==> config.mk <==
export PLATFORM = sky130hd
export DESIGN_NAME = alu_dp16
export DESIGN_NICKNAME = d
export VERILOG_FILES = /design/src/rtl/alu_dp16_pkg.sv /design/src/rtl/alu_adder.sv /design/src/rtl/alu_logic.sv /design/src/rtl/alu_flag_reg.sv /design/src/rtl/alu_dp16.sv
export SDC_FILE = /design/constraint.sdc
export NUM_CORES = 1
export LEC_CHECK = 0
export ABC_AREA = 1
export CAP_MARGIN = 0
export CELL_PAD_IN_SITES_DETAIL_PLACEMENT = 1
export CELL_PAD_IN_SITES_GLOBAL_PLACEMENT = 1
export CORE_MARGIN = 5
export CORE_UTILIZATION = 40
export DETAILED_ROUTE_END_ITERATION = 10
export DONT_BUFFER_PORTS = 1
export GPL_ROUTABILITY_DRIVEN = 0
export PLACE_DENSITY = 0.85
export SLEW_MARGIN = 25
export SYNTH_ARGS = -nofsm -noshare
export SYNTH_HDL_FRONTEND = slang
export SYNTH_SLANG_ARGS = --single-unit
==> constraint.sdc <==
create_clock -name clk -period 8.5 [get_ports clk]
set_input_delay 0.425 -clock clk [delete_from_list [all_inputs] [get_ports clk]]
set_output_delay 0.425 -clock clk [all_outputs]
set_load 0.1 [all_outputs]
==> src/rtl/alu_dp16_pkg.sv <==
`timescale 1ns/1ps
package alu_dp16_pkg;
  typedef enum logic [3:0] {
    OP_AND = 4'b0000, OP_XOR = 4'b0001, OP_SUB = 4'b0010, OP_RSB = 4'b0011,
    OP_ADD = 4'b0100, OP_ADC = 4'b0101, OP_SBC = 4'b0110, OP_RSC = 4'b0111,
    OP_TAN = 4'b1000, OP_TXR = 4'b1001, OP_CPS = 4'b1010, OP_CPA = 4'b1011,
    OP_ORR = 4'b1100, OP_MOV = 4'b1101, OP_BCL = 4'b1110, OP_MVN = 4'b1111
  } alu_op_e;

  localparam int FLAG_N = 3;
  localparam int FLAG_Z = 2;
  localparam int FLAG_C = 1;
  localparam int FLAG_V = 0;
  localparam int FLAG_W = 4;
endpackage

==> src/rtl/alu_adder.sv <==
`timescale 1ns/1ps
module alu_adder
  import alu_dp16_pkg::*;
#(
  parameter int WIDTH = 32
) (
  input  alu_op_e          op,
  input  logic [WIDTH-1:0] a,
  input  logic [WIDTH-1:0] b,
  input  logic             cin,
  output logic [WIDTH-1:0] sum,
  output logic             cout,
  output logic             ovf,
  output logic             is_arith
);
  localparam int MSB = WIDTH - 1;

  logic             swap, invert;
  logic             c0;
  logic [WIDTH-1:0] x, y_raw, y;
  logic [WIDTH:0]   wide;

  always_comb begin
    swap   = (op == OP_RSB) || (op == OP_RSC);
    invert = (op == OP_SUB) || (op == OP_RSB) || (op == OP_SBC) ||
             (op == OP_RSC) || (op == OP_CPS);
    unique case (op)
      OP_SUB, OP_RSB, OP_CPS: c0 = 1'b1;
      OP_ADC, OP_SBC, OP_RSC: c0 = cin;
      default:                c0 = 1'b0;
    endcase
    is_arith = (op == OP_SUB) || (op == OP_RSB) || (op == OP_ADD) ||
               (op == OP_ADC) || (op == OP_SBC) || (op == OP_RSC) ||
               (op == OP_CPS) || (op == OP_CPA);
  end

  assign x     = swap ? b : a;
  assign y_raw = swap ? a : b;
  assign y     = invert ? ~y_raw : y_raw;
  assign wide  = {1'b0, x} + {1'b0, y} + {{WIDTH{1'b0}}, c0};
  assign sum   = wide[WIDTH-1:0];
  assign cout  = wide[WIDTH];
  assign ovf   = (x[MSB] == y[MSB]) && (sum[MSB] != x[MSB]);
endmodule

==> src/rtl/alu_logic.sv <==
`timescale 1ns/1ps
module alu_logic
  import alu_dp16_pkg::*;
#(
  parameter int WIDTH = 32
) (
  input  alu_op_e          op,
  input  logic [WIDTH-1:0] a,
  input  logic [WIDTH-1:0] b,
  output logic [WIDTH-1:0] res
);
  always_comb begin
    unique case (op)
      OP_AND, OP_TAN: res = a & b;
      OP_XOR, OP_TXR: res = a ^ b;
      OP_ORR:         res = a | b;
      OP_MOV:         res = b;
      OP_BCL:         res = a & ~b;
      OP_MVN:         res = ~b;
      default:        res = '0;
    endcase
  end
endmodule

==> src/rtl/alu_flag_reg.sv <==
`timescale 1ns/1ps
module alu_flag_reg
  import alu_dp16_pkg::*;
#(
  parameter int WIDTH = 32
) (
  input  logic              clk,
  input  logic              rst,
  input  logic              upd,
  input  logic              logic_op,
  input  logic              lsl0,
  input  logic [WIDTH-1:0]  res,
  input  logic              add_cout,
  input  logic              add_ovf,
  input  logic              shc,
  output logic [FLAG_W-1:0] flags_d,
  output logic [FLAG_W-1:0] flags_q
);
  logic [FLAG_W-1:0] computed;

  always_comb begin
    computed[FLAG_N] = res[WIDTH-1];
    computed[FLAG_Z] = (res == '0);
    if (logic_op) begin
      computed[FLAG_C] = lsl0 ? flags_q[FLAG_C] : shc;
      computed[FLAG_V] = flags_q[FLAG_V];
    end else begin
      computed[FLAG_C] = add_cout;
      computed[FLAG_V] = add_ovf;
    end
    flags_d = upd ? computed : flags_q;
  end

  always_ff @(posedge clk) begin
    if (rst) flags_q <= '0;
    else     flags_q <= flags_d;
  end

  // without an update request the status word is frozen
  p_flags_hold_r8: assert property (@(posedge clk) disable iff (rst)
    !upd |=> $stable(flags_q));

  // bitwise operations leave overflow untouched
  p_logic_v_keep_r4: assert property (@(posedge clk) disable iff (rst)
    (upd && logic_op) |=> (flags_q[FLAG_V] == $past(flags_q[FLAG_V])));

  // after a reset cycle the status word is clear
  p_reset_clear_r9: assert property (@(posedge clk)
    rst |=> (flags_q == '0));
endmodule

==> src/rtl/alu_dp16.sv <==
`timescale 1ns/1ps
module alu_dp16
  import alu_dp16_pkg::*;
#(
  parameter int WIDTH = 32
) (
  input  logic              clk,
  input  logic              rst,
  input  logic [3:0]        opcode,
  input  logic [WIDTH-1:0]  op_a,
  input  logic [WIDTH-1:0]  op_b,
  input  logic              carry_in,
  input  logic              shift_carry,
  input  logic              shift_lsl0,
  input  logic              set_flags,
  input  logic              dest_pc,
  output logic [WIDTH-1:0]  result,
  output logic              result_we,
  output logic [FLAG_W-1:0] next_flags,
  output logic [FLAG_W-1:0] flags
);
  alu_op_e          op;
  logic [WIDTH-1:0] add_sum, log_res;
  logic             add_cout, add_ovf, is_arith, upd;

  assign op = alu_op_e'(opcode);

  alu_adder #(.WIDTH(WIDTH)) u_adder (
    .op(op), .a(op_a), .b(op_b), .cin(carry_in),
    .sum(add_sum), .cout(add_cout), .ovf(add_ovf), .is_arith(is_arith)
  );

  alu_logic #(.WIDTH(WIDTH)) u_logic (
    .op(op), .a(op_a), .b(op_b), .res(log_res)
  );

  assign result    = is_arith ? add_sum : log_res;
  assign result_we = (opcode[3:2] != 2'b10);
  assign upd       = set_flags && !dest_pc;

  alu_flag_reg #(.WIDTH(WIDTH)) u_flags (
    .clk(clk), .rst(rst), .upd(upd), .logic_op(!is_arith),
    .lsl0(shift_lsl0), .res(result), .add_cout(add_cout),
    .add_ovf(add_ovf), .shc(shift_carry),
    .flags_d(next_flags), .flags_q(flags)
  );

  // compare and test opcodes never request a write
  p_test_nowrite_r2: assert property (@(posedge clk) disable iff (rst)
    (opcode[3:2] == 2'b10) |-> !result_we);

  // a zero-amount left shift preserves carry on bitwise operations
  p_lsl0_keep_c_r5: assert property (@(posedge clk) disable iff (rst)
    (upd && !is_arith && shift_lsl0) |=> (flags[FLAG_C] == $past(flags[FLAG_C])));

  // stored Z reflects the result that was flagged
  p_zero_flag_r4: assert property (@(posedge clk) disable iff (rst)
    upd |=> (flags[FLAG_Z] == ($past(result) == '0)));
endmodule

==> metrics.md <==
| Metric | Value |
|---|---|
| Leakage | 3.60 nW |
| Regs by FF count | u_flags.flags_q: 4 flops |
| Maximum vdd drop | 167 uV |
| Worst Setup Slack, final | 2.58 ns |
| Die H | 134 um |
| Largest cells by area after synthesis | nand2_1, inv_1, ha_1 |
| Largest net degree at the start of global routing | 73 |
| Setup WS pre-CTS | 2.32 ns |
| Die width | 134 um |
| CTS buffer count | 3 |
| Area growth, synth to finish | 3.35% |
| CTS clk-pin slew, worst paths | 0.03 ns |
| DRT Pass-1 Iters | 5 |
| Pwr/cell area | 157 mW/mm^2 |
| Measured slew at the worst slew-check pin | 1.07 ns |
| TritonCTS clock tree | yes |
| Via count | 7,999 |
| Most used DFF post-synth | dfxtp_1 |
| Starting DRT DRC Count | 558 |
| Non-Filler Instances | 1,399 |
| Largest Register | u_flags.flags_q |
| Clock Tree Buf Depth | 2 |
| Sequential area share after synthesis | 0.0130 |
| Crit path DAT | 5.50 ns |
| Post-synth top area cell | nand2_1 |
| All-Layer GR Usage | 0.275 |
| Worst skew pair latency | 0.22 ns |
| Simple-Gate Fraction of Synth Area | 0.428 |
| Port bufs | 0 |
| Register Area | 80.1 um^2 |
| Final Power | 1.00 mW |
| Number of buffers inserted by hold repair at cts | 0 |
| First-pass GRT wire length | 40,700 um |
| Synthesized area | 0.00617 mm^2 |
| Fraction of the mapped netlist area in adder cells | 0.134 |
| Setup TNS | 0 ns |
| WHS | 0.265 ns |
| Minimum clock period | 5.92 ns |
| Compound-Gate Fraction of Synth Area | 0.192 |
| Max reg flops | 4 |
| Outcome | completed |
| Number of global-route vias before repair | 8,061 |
| Cell Rows | 45 |
| Antenna Nets Post-Route | 0 |
| Final hold vios | 0 |
| Main combinational cell family by area after synthesis | simple AND/OR/NAND/NOR gates |
| Final period util | 0.697 |
| Initial antenna violation count | 0 |
| Total gr overflow | 0 |
| Post-CTS setup buffer count | 0 |
| Post-Place Cell Area | 0.00627 mm^2 |
| Mapped Cells | 1,239 |
| Post-Syn Area per Cell | 4.98 um^2 |
| Boundary Pins | 116 |
| Worst-path fanout max | 32 |
| Final instance area | 0.00637 mm^2 |
| FMAX | 0.169 GHz |
| Post-Synth XOR/XNOR Area | 0.0497 |
| EDFF count, synth | 0 |
| Post-synth net total | 1,379 |
| Final Max Tran Viols | 0 |
| Critical path startpoint category | input pin |
| Critical path required time | 8.08 ns |
| Filler instances | 2,297 |
| RSZ-0062 raised after global routing | false |
| H-tree Lvls | 1 |
| Diodes inserted | 0 |
| Via/cell ratio | 5.72 |
| Syn. warnings | 0 |
| DPL Wire Length | 21,000 um |
| Flops & latches, synth | 4 |
| # Max-Cap Violations | 0 |
| Crit. End Element | output pin |
| Final Util | 0.421 |
| Layout cells sized above 1 | 0.0281 |
| Full die area | 0.0180 mm^2 |
| Finish-stage setup viols | 0 |
| Yosys top cell area share | 0.267 |
| Slew Limit Headroom | 0.282 |
| Placed cell count | 1,395 |
| Nets@finish | 1,353 |
| WL/cell | 18.1 um |
| # resized after CTS | 0 |
| Setup CP Type | in -> out |
| Total Wirelength | 25,400 um |
| Multi-input gate area | 0.00500 mm^2 |
| Initial Util | 0.407 |
| Clock Sinks | 4 |
| Root Buffer | clkbuf_16 |
| Mux cell area share after synthesis | 0.00183 |
| Asr flop ratio synth | 0 |
| Setup Skew | 0 ns |
| Core Area | 0.0151 mm^2 |
| Hold Path Class | in -> reg |
| Synth unique cells | 41 |
| # DRC | 0 |
-- layout make-up --
class | instances | share of cell area
inverters | 241 | 0.142
flip-flops and latches | 4 | 0.0126
clock buffers | 3 | 0.0118
multi-input cells | 955 | 0.784
repair buffers | 8 | 0.0126
well taps | 188 | 0.0369
-- layer usage --
| layer | track usage | routed length (um) |
|---|---|---|
| met4 | 0.0718 | 683 |
| met2 | 0.459 | 11500 |
| met5 | 0 | 0 |
| met3 | 0.0394 | 1960 |
| met1 | 0.371 | 11200 |
-- logic make-up after synthesis --
group	Yosys count
XOR/XNOR	35
adder cells (fa/ha/maj)	65
flip-flops	4
multiplexers	1
buffers and inverters	280
AND/OR/NAND/NOR	646
AO/OA/AOI/OAI	208
-- power breakdown --
group | internal [mW] | total, mW | switching [mW] | leakage (nW)
clock | 0.0601 | 0.0735 | 0.0134 | 0.0370
combinational | 0.203 | 0.903 | 0.701 | 3.53
sequential | 0.0198 | 0.0266 | 0.00686 | 0.0325
-- layout by cell type (no fill, tap or decap), types with 2 or more instances in the layout --
cell	synthesis	routed
nand3_1	80	79
fa_1	2	2
o21ai_0	94	94
a211oi_1	6	6
nand2_1	438	438
clkbuf_16	0	3
nor3_1	7	7
o21ai_1	12	12
o2111ai_1	3	3
nor2_2	3	3
nor3_2	2	2
a21oi_1	53	53
xnor2_1	31	31
ha_1	63	63
a221oi_1	2	2
inv_2	4	4
nor2_1	87	86
xor2_1	4	4
nand3b_1	5	5
o211ai_1	29	29
nor2_4	1	2
nand4_1	14	14
nand2_2	4	4
inv_1	237	237
buf_4	5	7
and2_1	2	2
dfxtp_1	4	4
-- critical path: stages --
cell	delay, ns
inv_2	0.07
a211oi_1	0.28
o21bai_4	0.19
buf_4	0.52
xor2_1	0.16
fa_1	0.40
inv_1	0.14
fa_1	0.34
nand2_1	0.15
nand2_1	0.13
nand3_1	0.10
nand2_1	0.16
nand2_1	0.07
nand3_1	0.08
nand2_1	0.60
inv_1	0.26
nand3_1	0.15
nor2_1	0.17
nand2_1	0.10
nor2_1	0.11
nand2_1	0.06
nor2_1	0.09
nor2_1	0.09
inv_1	0.64
-- worst paths after layout --
check	startpoint	to	slack, ns	cells after the start
max	opcode[1]	next_flags[2]	2.58	24
min	rst	u_flags.flags_q[2]	0.26	1
max reg2reg	u_flags.flags_q[1]	u_flags.flags_q[1]	6.86	3
min reg2reg	u_flags.flags_q[3]	u_flags.flags_q[3]	1.00	2
-- synthesized netlist by cell type, drive strengths merged, types with 3 or more instances --
cell,count
dfxtp,4
xor2,4
inv,241
o2111ai,3
nor2,91
clkbuf,17
buf,22
a211oi,6
o211ai,30
xnor2,31
nand3,80
ha,63
nor3,9
nand4,14
o21ai,107
nand3b,5
a21oi,53
nand2,443
No activity file was read; power rests on OpenSTA's default activity.
